--- src/rtl/parbus_pkg.sv ---
package parbus_pkg;

  localparam int unsigned SLICE_BITS = 9;
  localparam int unsigned FRESH_BITS = SLICE_BITS - 1;

  typedef enum logic {
    MODE_GEN   = 1'b0,
    MODE_CHECK = 1'b1
  } pmode_e;

  // width of the word covered by n chained slices
  function automatic int unsigned word_bits(int unsigned n);
    return FRESH_BITS * n + 1;
  endfunction

  // 1 when an odd number of the nine inputs are high
  function automatic logic odd_ones9(logic [SLICE_BITS-1:0] v);
    return ^v;
  endfunction

  // value placed on the line: high for an even count
  function automatic logic line_value(logic odd);
    return ~odd;
  endfunction

  // active-low verdict: low when data plus line have an even count of ones
  function automatic logic verdict_n(pmode_e m, logic odd, logic line);
    if (m == MODE_GEN) return 1'b1;
    return odd ^ line;
  endfunction

endpackage

--- src/rtl/par_slice.sv ---
module par_slice
  import parbus_pkg::*;
(
  input  logic [SLICE_BITS-1:0] bits_i,
  output logic                  odd_o
);

  always_comb odd_o = odd_ones9(bits_i);

endmodule

--- src/rtl/par_chain.sv ---
module par_chain
  import parbus_pkg::*;
#(
  parameter  int unsigned N_SLICES = 2,
  localparam int unsigned DW       = word_bits(N_SLICES)
) (
  input  logic [DW-1:0] data_i,
  output logic          total_odd_o
);

  logic [N_SLICES-1:0] link;

  for (genvar k = 0; k < N_SLICES; k++) begin : g_slice
    logic [SLICE_BITS-1:0] feed;
    if (k == 0) begin : g_head
      always_comb feed = data_i[SLICE_BITS-1:0];
    end else begin : g_tail
      always_comb feed = {data_i[FRESH_BITS*k+FRESH_BITS : FRESH_BITS*k+1], link[k-1]};
    end
    par_slice u_slice (
      .bits_i (feed),
      .odd_o  (link[k])
    );
  end

  always_comb total_odd_o = link[N_SLICES-1];

endmodule

--- src/rtl/par_mode_ctl.sv ---
module par_mode_ctl
  import parbus_pkg::*;
(
  input  logic   clk,
  input  logic   rst,
  input  logic   check_mode_i,
  output pmode_e mode_q,
  output logic   drive_en_q
);

  logic rst_seen_q;

  always_ff @(posedge clk) begin
    rst_seen_q <= rst;
    if (rst) begin
      mode_q     <= MODE_GEN;
      drive_en_q <= 1'b0;
    end else begin
      mode_q     <= pmode_e'(check_mode_i);
      drive_en_q <= ~check_mode_i;
    end
  end

  // after a reset edge the line is released and the mode is generate
  always_comb begin
    if (rst_seen_q) begin
      assert_reset_release_R6: assert (!drive_en_q && mode_q == MODE_GEN);
    end
  end

  // never drive while checking
  assert_check_released_R5: assert property (@(posedge clk) disable iff (rst)
    (mode_q == MODE_CHECK) |-> !drive_en_q);

  // enable follows the sampled mode one edge later
  assert_enable_follows_R2: assert property (@(posedge clk) disable iff (rst)
    1'b1 |=> (drive_en_q == !$past(check_mode_i)));

endmodule

--- src/rtl/par_bus_unit.sv ---
module par_bus_unit
  import parbus_pkg::*;
#(
  parameter  int unsigned N_SLICES = 2,
  localparam int unsigned DW       = word_bits(N_SLICES)
) (
  input  logic          clk,
  input  logic          rst,
  input  logic          check_mode,
  input  logic [DW-1:0] data_in,
  input  logic          par_in,
  output logic          par_out,
  output logic          par_oe,
  output logic          err_n
);

  logic   tree_odd;
  pmode_e mode_now;
  logic   drive_en;

  par_chain #(.N_SLICES(N_SLICES)) u_chain (
    .data_i      (data_in),
    .total_odd_o (tree_odd)
  );

  par_mode_ctl u_ctl (
    .clk          (clk),
    .rst          (rst),
    .check_mode_i (check_mode),
    .mode_q       (mode_now),
    .drive_en_q   (drive_en)
  );

  always_comb begin
    par_out = line_value(tree_odd);
    par_oe  = drive_en;
    err_n   = verdict_n(mode_now, tree_odd, par_in);
  end

  // line value against a flat reduction of the whole word
  assert_line_even_R1: assert property (@(posedge clk) disable iff (rst)
    par_out == ~(^data_in));

  // no error flag while generating
  assert_gen_err_high_R3: assert property (@(posedge clk) disable iff (rst)
    (mode_now == MODE_GEN) |-> err_n);

  // check verdict against data plus line
  assert_check_verdict_R4: assert property (@(posedge clk) disable iff (rst)
    (mode_now == MODE_CHECK) |-> (err_n == (^{data_in, par_in})));

endmodule

--- config.mk ---
export PLATFORM = sky130hd
export DESIGN_NAME = par_bus_unit
export DESIGN_NICKNAME = d
export VERILOG_FILES = /design/src/rtl/parbus_pkg.sv /design/src/rtl/par_slice.sv /design/src/rtl/par_chain.sv /design/src/rtl/par_mode_ctl.sv /design/src/rtl/par_bus_unit.sv
export SDC_FILE = /design/constraint.sdc
export NUM_CORES = 1
export LEC_CHECK = 0
export ABC_CLOCK_PERIOD_IN_PS = 4310
export BUFFER_PORTS_ARGS = -buffer_cell sky130_fd_sc_hd__buf_2
export CORE_AREA = 2 2 39 41
export DETAILED_ROUTE_END_ITERATION = 7
export DIE_AREA = 0 0 41 43
export PLACE_DENSITY = 0.47
export SETUP_SLACK_MARGIN = 0.02
export SLEW_MARGIN = 15
export SYNTH_ARGS = -nofsm -noshare
export SYNTH_HDL_FRONTEND = slang
export SYNTH_HIERARCHICAL = 1
export SYNTH_SLANG_ARGS = --single-unit
export TNS_END_PERCENT = 50
--- constraint.sdc ---
create_clock -name clk -period 4.31 [get_ports clk]
set_clock_uncertainty 0.05 [all_clocks]
set_input_delay 0.862 -clock clk [delete_from_list [all_inputs] [get_ports clk]]
set_output_delay 0.862 -clock clk [all_outputs]
set_load 0.02 [all_outputs]
# Word-level counts from Yosys, hierarchy flattened
# Index checks and enable logic that the tools add are counted.
dict set report totals {
  ramBits 0
  out_inout_bits 3
  n_memories 0
  inputBits 21
  romBits 0
  regBits 2
  latch_bits 0
}
dict set report op_classes {
  div 0
  order_cmp 0
  bitwise 3
  reduce_logical 2
  mul 0
  n_shift 0
  n_mux 1
  addsub 0
  eq_ne 0
}
# operator count
set op_table {}
lappend op_table {{parity 9 bit} 2}
lappend op_table {{NOT 1 bit} 2}
lappend op_table {{2-to-1 mux 1 bit} 1}
lappend op_table {{XOR 1 bit} 1}

# Depth between registers and ports, before layout
# Gate-level depths: netlist of the first run.
dict set report depth {
  depth_word 4
  depth_mapped 8
  depth_no_buf 8
}

# By module
# The synthesis of the first run kept the hierarchy.
# mod n_inst area_per_inst_um2 cells_each
set modules_own_cells {}
lappend modules_own_cells {par_slice 2 82.6 7}
lappend modules_own_cells {par_mode_ctl 1 57.6 4}
lappend modules_own_cells {par_bus_unit 1 16.3 3}

# Worst setup path after synthesis of the first run
# OpenSTA, ideal clock, no wires.
dict set report synth_timing {
  path_kind {input to output}
  from {input port data_in[4]}
  to {output port err_n}
  required_ns 3.398
  setup_slack_ns 1.036
  cell_stages 8
  n_path_buf 0
  arrival_time_ns 2.362
  cell_sequence {xnor2_1 xnor3_1 xnor2_1 xor2_1 xnor2_1 xnor2_1 xnor2_1 nand2_1}
}
dict set report synth_via {
  elab_chain_len 4
}
# item line
set synth_lines {}
lappend synth_lines {{start, declared} par_bus_unit.sv:10} ;# input logic [DW-1:0] data_in,
lappend synth_lines {{parity 9 bit} parbus_pkg.sv:18} ;# return ^v;
lappend synth_lines {{via u_chain.g_slice[1].feed[0]} par_chain.sv:14} ;# logic [SLICE_BITS-1:0] feed;
lappend synth_lines {{parity 9 bit} parbus_pkg.sv:18}
lappend synth_lines {{via tree_odd} par_bus_unit.sv:17} ;# logic tree_odd;
lappend synth_lines {{XOR 1 bit} parbus_pkg.sv:29} ;# return odd ^ line;
lappend synth_lines {{2-to-1 mux 1 bit} parbus_pkg.sv:29}
lappend synth_lines {{end, declared} par_bus_unit.sv:14} ;# output logic err_n
# The timed path passes the listed nets, and every way through them passes these cells.

# Worst setup path after layout of the first run
# Ends and elaborated chain as after synthesis.

==> results of run 1 <==
## stage by stage
stage          hold slack, ns  area [um2]   power, W  worst slack, ns  utilization [%]
6_report                0.759         397   0.000154            0.810             28.7
5_1_grt                 0.756         397   0.000167            0.682             28.7
4_1_cts                 0.752         397   0.000159            0.781             28.7
3_5_place_dp            0.989         374   0.000114            0.781             27.0
3_3_place_gp            0.987         374   0.000114            0.805             27.0
2_1_floorplan           0.876         239  0.0000891             1.04                -
## layout make-up
type / instances / area, um2
clock buffers: 3 / 22.5
fillers: 150 / 987
inverters: 1 / 3.75
multi-input cells: 18 / 195
flip-flops and latches: 2 / 40.0
well taps: 16 / 20.0
repair buffers: 23 / 115
## routing by layer
layer	up-vias	share of wire [%]
met5	-	0
met2	26	40
met3	2	21
met1	77	35
met4	0	3.6
li1	116	-
## worst min path at each step
stage	end	slack [ns]	cells past startpoint
final	u_ctl/drive_en_q	0.76	2
after global routing	u_ctl/drive_en_q	0.76	2
after CTS	u_ctl/drive_en_q	0.75	2
after detailed placement	u_ctl/drive_en_q	0.99	2
after global placement	u_ctl/drive_en_q	0.99	2
after floorplan	u_ctl/mode_q	0.88	1
## power by group
| group | internal, W | switching [W] | total, W |
|---|---|---|---|
| logic | 0.0000491 | 0.0000433 | 0.0000925 |
| clock network | 0.0000307 | 0.0000108 | 0.0000415 |
| registers | 0.0000197 | 0.000000194 | 0.0000199 |
## cell families (layout without fill, tap and decap cells)
| group | after synthesis | count (layout) | synth area share, % |
|---|---|---|---|
| simple gates | 3 | 3 | 8.90 |
| buf+inv | 1 | 27 | 1.57 |
| flops | 2 | 2 | 16.8 |
| xor+xnor | 15 | 15 | 72.8 |
## state kept, by name, indices dropped and copies added, names as in the netlist
name,flops
u_ctl/drive_en_q,1
u_ctl/mode_q,1
## cells in the final DEF, fill, tap and decap left out
master / instances
nor2_1: 1
xnor2_2: 2
buf_2: 23
xor2_1: 2
xnor3_1: 2
xnor2_1: 9
inv_1: 1
nor2b_4: 1
clkbuf_4: 3
dfxtp_1: 2
nand2_1: 1
==> flow_metrics.tcl, run 1 <==
set metrics [dict create \
    status "finished clean" \
    critical_path.max_stage_delay_ns 0.42 \
    setup_violations 0 \
    grt_remaining_overflow 0 \
    use_met1_pct 5.10 \
    fin_setup_tns_ns 0 \
    critPathCapture "err_n" \
    max_freq_ghz 0.286 \
    ys_top_cells_by_count "9 x xnor2_1, 2 x dfxtp_1, 2 x xnor2_2, 2 x xnor3_1, 2 x xor2_1" \
    clkTransAtPathRegs_ns 0.03 \
    row_count 14 \
    cts_resized 0 \
    cts.sinks 2 \
    yosys_warnings 6 \
    htree_levels 1 \
    path_class "primary input to output pin" \
    place.gp.congestion 0.585 \
    core_area_um2 1380 \
    ys_types 9 \
    cp-startpoint "data_in[4]" \
    hold_viol 0 \
    yosys-top-cells-area "xnor2_1 33%, xnor3_1 19%, dfxtp_1 17%, xnor2_2 14%, xor2_1 7.3%" \
    n_antenna_cell 0 \
    tritoncts "done" \
    cp.required_ns 3.40 \
    cp_top_family "XOR/XNOR gates" \
    syn_avg_cell_area_um2 11.4 \
    drv_slew 0 \
    drive_gt1_share_pct 61.7 \
    irDropWorstVdd_mv 0.114 \
    die_h_um 43 \
    p_leak_nw 0.210 \
    ant_nets 0 \
    numCtsBuffers 3 \
    start_util_pct 17.3 \
    drt-total-wl_um 471 \
    synth_area_um2 239 \
    place.port_buffers 23 \
    antenna_found_initial 0 \
    first_pass_iters 1 \
    dp_cells 60 \
    drc 0 \
    busiest_layer "met2" \
    post-cts-setup-buffers 0 \
    post-dp-hpwl_um 414 \
    area.growth.synth_to_final_pct 66.0 \
    critPathLaunchType "primary input" \
    slowest_stage "xnor3_1" \
    num_io_pins 24 \
    grt_pass1_wl_um 634 \
    layout.nets 70 \
    critical_path.max_fanout 2 \
    cts_root_buffer "clkbuf_4" \
    die_area_um2 1760 \
    powerDensity_nw_per_um2 388 \
    path_buf_inv 2 \
    synth_edf_count 0 \
    grt_setup_unrepaired "no" \
    viasPerCell 3.51 \
    cp_common_cell "xnor2_1" \
    synthArstFlopShare_pct 0 \
    grt_max_degree 3 \
    crit_path_cell_trace "buf_2 -> xnor2_1 -> xnor3_1 -> xnor2_1 -> xor2_1 -> xnor2_1 -> xnor2_1 -> xnor2_1 -> nand2_1 -> buf_2" \
    fin_crit_ns 3.50 \
    grt_use_met3_pct 1.05 \
    via_count 221 \
    routedWlPerCell_um 7.48 \
    worstSetupPathDepth 10 \
    hold_class "primary input to register" \
    postSynthCellCount 21 \
    min_period_over_period_pct 81.2 \
    end_kind "output pin" \
    max_slew.worst_pin.slew_ns 0.216 \
    grtUsageTotal_pct 5.81 \
    syn-num-nets 42 \
    grt_pass1_vias 196 \
    synth-main-ff-cell "dfxtp_1" \
    crit_arrival_ns 2.59 \
    clk_path_buf_depth 2 \
    ctsHoldBuffers 0 \
    dr.first_iter.drc_count 0 \
    ys_seq_area_share_pct 16.8 \
    min-delay-start "check_mode" \
    ys_ff_latch 2 \
    yosysTopAreaCell "xnor2_1" \
    synth_top_area_share_pct 33.0 \
    max_slew_margin_pct 85.5 \
    met2_usage_pct 8.75 \
    dieWidth_um 41 \
    cap_viol_max_count 0 \
    yosysMostFrequentCell "xnor2_1" \
    post_layout_nonfiller_instances 63 \
]
(Power assumes the default switching activity.)
==> run 2, diff against run 1 <==
Settings changed: ABC_CLOCK_PERIOD_IN_PS 4310 to 3500.
Clock period 4.31 ns to 3.5 ns, I/O delays scaled along.
==> run 2 against run 1 <==
Against the previous run:
- clock-buffer cell count unchanged
- largest power group unchanged
- worst hold slack worse by 0.15 ns
- sequential power increased by 23%
- flip-flop and latch count is the same
- wire length shrank 4.7%
- first-iteration DRC count grew 2
- combinational power is 23% higher
- power increased by 23%
- global-route usage is 0.19 points lower
==> flow_metrics.tcl, run 2 (same netlist as run 1, synthesis figures left out) <==
set metrics [dict create \
    status "finished clean" \
    swShare_pct 35.1 \
    hold_viol 0 \
    crit_arrival_ns 2.43 \
    pre_cts_ws_ns 0.303 \
    pwr-share-comb_pct 60.4 \
    grtUsageTotal_pct 5.61 \
    cts_resized 0 \
    drc 0 \
    max_freq_ghz 0.314 \
    post-cts-setup-buffers 0 \
    power.internal_w 0.000123 \
    grt_pass1_wl_um 627 \
    hold_class "primary input to register" \
    critical_path.max_fanout 2 \
    grt_setup_unrepaired "no" \
    grt_pass1_vias 211 \
    cts_root_buffer "clkbuf_4" \
    tritoncts "done" \
    nFillCells 147 \
    cts.sinks 2 \
    path_class "primary input to output pin" \
    ctsHoldBuffers 0 \
    grt_max_degree 3 \
    place.gp.congestion 0.550 \
    place.port_buffers 23 \
    first_pass_iters 2 \
    fin_ws_ns 0.316 \
    layout.nets 70 \
    multi_input_area_um2 195 \
    fin_setup_tns_ns 0 \
    dieWidth_um 41 \
    grt_remaining_overflow 0 \
    die_h_um 43 \
    n_antenna_cell 0 \
    core_area_um2 1380 \
    max_slew.worst_pin.slew_ns 0.213 \
    max_slew_margin_pct 85.7 \
    dr.first_iter.drc_count 2 \
    num_io_pins 24 \
    cap_viol_max_count 0 \
    die_area_um2 1760 \
    clkPwrFrac_pct 26.6 \
    fin_crit_ns 3.18 \
    drt-total-wl_um 449 \
    power_frac_seq_pct 12.9 \
    end_kind "output pin" \
    cp.required_ns 2.75 \
    clkTransAtPathRegs_ns 0.03 \
    irDropWorstVdd_mv 0.120 \
    critPathLaunchType "primary input" \
    htree_levels 1 \
    setup_violations 0 \
    mostFrequentLayoutCell "buf_2" \
    numCtsBuffers 3 \
    routedWlPerCell_um 7.13 \
    regArea_um2 40.0 \
    mostFrequentLayoutCells "23 x buf_2, 9 x xnor2_1, 3 x clkbuf_4" \
    row_count 14 \
    viasPerCell 3.57 \
    clk_path_buf_depth 2 \
    ant_nets 0 \
    powerDensity_nw_per_um2 476 \
    p_leak_nw 0.210 \
    start_util_pct 17.3 \
    drv_slew 0 \
    min_period_over_period_pct 91.0 \
    drive_gt1_share_pct 61.7 \
    area.growth.synth_to_final_pct 66.0 \
    top_regs "u_ctl/drive_en_q x1, u_ctl/mode_q x1" \
    p_sw_w 0.0000663 \
    antenna_found_initial 0 \
    via_count 225 \
]
run 2: cell counts in the layout (fill, tap and decap cells not counted):
Identical to the previous run, type by type.
run 2: worst paths after layout:
kind / start / slack (ns) / end / cells after the start
hold / removal: check_mode / 0.61 / u_ctl/drive_en_q / 2
setup / recovery: data_in[4] / 0.32 / err_n / 10
run 2: metrics by stage:
step                      util (%)  hold slack, ns  cells  total power, W  area [um2]
after global routing          28.7           0.599     63        0.000207         397
final                         28.7           0.605     63        0.000189         397
after detailed placement      27.0           0.831     60        0.000141         374
after floorplan                  -           0.714     21        0.000110         239
after global placement        27.0           0.828     60        0.000140         374
after CTS                     28.7           0.591     63        0.000195         397
run 2: routing by layer:
layer | vias to the layer above | share of wire (%) | GRT usage (%)
met5 | - | 0 | 0
met4 | 0 | 0 | 4.00
met3 | 0 | 28 | 4.19
met2 | 26 | 37 | 9.06
met1 | 82 | 35 | 4.15
li1 | 117 | - | -
run 2: critical path, cell delays in order:
cell     delay, ns
buf_2         0.10
xnor2_1       0.15
xnor3_1       0.42
xnor2_1       0.20
xor2_1        0.19
xnor2_1       0.15
xnor2_1       0.17
xnor2_1       0.14
nand2_1       0.06
buf_2         0.15
run 2: final cells by class:
type | count | area share, %
Inverter | 1 | 0.946
Tap cell | 16 | 5.05
Clock buffer | 3 | 5.68
Timing Repair Buffer | 23 | 29.0
Multi-Input combinational cell | 18 | 49.2
Sequential cell | 2 | 10.1
run 2: power by group through the flow:
stage / Combinational [W] / Clock [W] / Sequential [W]
global placement: 0.000115 / 0 / 0.0000248
CTS: 0.000116 / 0.0000542 / 0.0000244
floorplan: 0.0000842 / 0 / 0.0000256
finish: 0.000114 / 0.0000503 / 0.0000245
detailed placement: 0.000116 / 0 / 0.0000247
global route: 0.000125 / 0.0000570 / 0.0000246
==> run 3, diff against run 2 <==
Settings changed: CELL_PAD_IN_SITES_DETAIL_PLACEMENT from default to 1, CELL_PAD_IN_SITES_GLOBAL_PLACEMENT from default to 1, PLACE_DENSITY 0.47 to 0.63, RECOVER_POWER from default to 50.
==> run 3 against run 2 <==
Against the previous run:
- sequential power about the same
- final area down 2.2%
- critical path depth stayed put
- utilization decreased by 0.63 points
- wire length up 19%
- flip-flop and latch count unchanged
- worst hold slack got worse by 0.0057 ns
- sequential share of layout area grew 0.23 points
- fmax down 0.44%
- critical path type unchanged
- critical endpoint unchanged
- largest cell class unchanged
==> flow_metrics.tcl, run 3 (same netlist as run 1, synthesis figures left out) <==
set metrics [dict create \
    cts.sinks 2 \
    cp.required_ns 2.75 \
    grt_pass1_vias 261 \
    power_w 0.000187 \
    clkTransAtPathRegs_ns 0.03 \
    grt_setup_unrepaired "no" \
    p_leak_nw 0.202 \
    critical_path.max_fanout 2 \
    pwr-share-comb_pct 61.0 \
    path_class "primary input to output pin" \
    cts_root_buffer "clkbuf_4" \
    min_period_over_period_pct 91.4 \
    layout.nets 70 \
    hold_class "primary input to register" \
    dr.first_iter.drc_count 4 \
    row_count 14 \
    viasPerCell 3.81 \
    status "finished clean" \
    area.growth.synth_to_final_pct 62.3 \
    grt_max_degree 3 \
    die_area_um2 1760 \
    place.gp.congestion 0.582 \
    ant_nets 0 \
    tritoncts "done" \
    numCtsBuffers 3 \
    drc 0 \
    clkPwrFrac_pct 25.9 \
    routedWlPerCell_um 8.49 \
    p_sw_w 0.0000653 \
    power_frac_seq_pct 13.1 \
    first_pass_iters 2 \
    critPathCapture "err_n" \
    cts_resized 0 \
    fin_setup_tns_ns 0 \
    dieWidth_um 41 \
    grt_remaining_overflow 0 \
    drv_slew 0 \
    start_util_pct 17.3 \
    hold_viol 0 \
    ctsHoldBuffers 0 \
    swShare_pct 35.0 \
    via_count 240 \
    setup_violations 0 \
    htree_levels 1 \
    drt-total-wl_um 535 \
    irDropWorstVdd_mv 0.116 \
    mostFrequentLayoutCells "22 x buf_2, 9 x xnor2_1, 3 x clkbuf_4" \
    cap_viol_max_count 0 \
    clk_path_buf_depth 2 \
    power.internal_w 0.000122 \
    mostFrequentLayoutCell "buf_2" \
    max_slew_margin_pct 84.8 \
    die_h_um 43 \
    max_freq_ghz 0.313 \
    grtUsageTotal_pct 6.92 \
    place.port_buffers 23 \
    num_io_pins 24 \
    post-cts-setup-buffers 0 \
    n_antenna_cell 0 \
    core_area_um2 1380 \
    cp-startpoint "data_in[4]" \
    top_regs "u_ctl/drive_en_q x1, u_ctl/mode_q x1" \
    powerDensity_nw_per_um2 482 \
    drive_gt1_share_pct 57.4 \
    critPathLaunchType "primary input" \
    antenna_found_initial 0 \
    grt_pass1_wl_um 772 \
    crit_arrival_ns 2.45 \
    max_slew.worst_pin.slew_ns 0.227 \
    fin_crit_ns 3.20 \
    end_kind "output pin" \
]
run 3: changes by cell type in the layout (fill, tap and decap cells not counted), sizes merged:
cell | previous run | this run
clkbuf | 3 | 4
buf | 23 | 22
run 3: stage by stage:
stage               instances  util [%]  area, um2  setup slack, ns  hold slack, ns
floorplan                  21         -        239            0.550           0.714
global placement           60      27.0        374            0.299           0.825
detailed placement         60      27.0        374            0.256           0.831
CTS                        63      28.7        397            0.256           0.597
global route               63      28.0        388            0.153           0.607
finish                     63      28.0        388            0.302           0.599
run 3: cell type report:
| class | instances | area (um2) |
|---|---|---|
| Inverter | 1 | 3.75 |
| Tap cell | 16 | 20.0 |
| Fill cell | 172 | 996 |
| Multi-Input combinational cell | 18 | 188 |
| Clock buffer | 3 | 22.5 |
| Timing Repair Buffer | 23 | 114 |
| Sequential cell | 2 | 40.0 |
run 3: worst max-delay path, stage by stage:
cell and delay (ns):
buf_2 0.10, xnor2_1 0.16, xnor3_1 0.42, xnor2_1 0.19
xor2_1 0.19, xnor2_1 0.15, xnor2_1 0.18, xnor2_1 0.14
nand2_1 0.06, buf_2 0.15
run 3: per-layer routing:
layer	wire, um	track usage [%]	vias to the layer above	part of all wire (%)
li1	-	-	116	-
met1	162	4.81	103	30
met2	285	12.8	21	53
met3	88	0.524	0	16
met4	0	8.00	0	0
met5	0	0	-	0
run 3: how the worst min path moves through the flow:
stage	slack, ns	from	end	depth (start not counted)
5_1_grt	0.61	rst	u_ctl/drive_en_q	2
4_1_cts	0.60	check_mode	u_ctl/drive_en_q	2
6_report	0.60	rst	u_ctl/drive_en_q	2
2_1_floorplan	0.71	rst	u_ctl/mode_q	1
3_3_place_gp	0.83	check_mode	u_ctl/drive_en_q	2
3_5_place_dp	0.83	check_mode	u_ctl/drive_en_q	2
run 3: power groups by stage:
stage	combinational (W)	sequential [W]	clock (W)
2_1_floorplan	0.0000842	0.0000256	0
3_3_place_gp	0.000115	0.0000248	0
3_5_place_dp	0.000117	0.0000248	0
4_1_cts	0.000118	0.0000246	0.0000516
5_1_grt	0.000125	0.0000247	0.0000526
6_report	0.000114	0.0000245	0.0000485
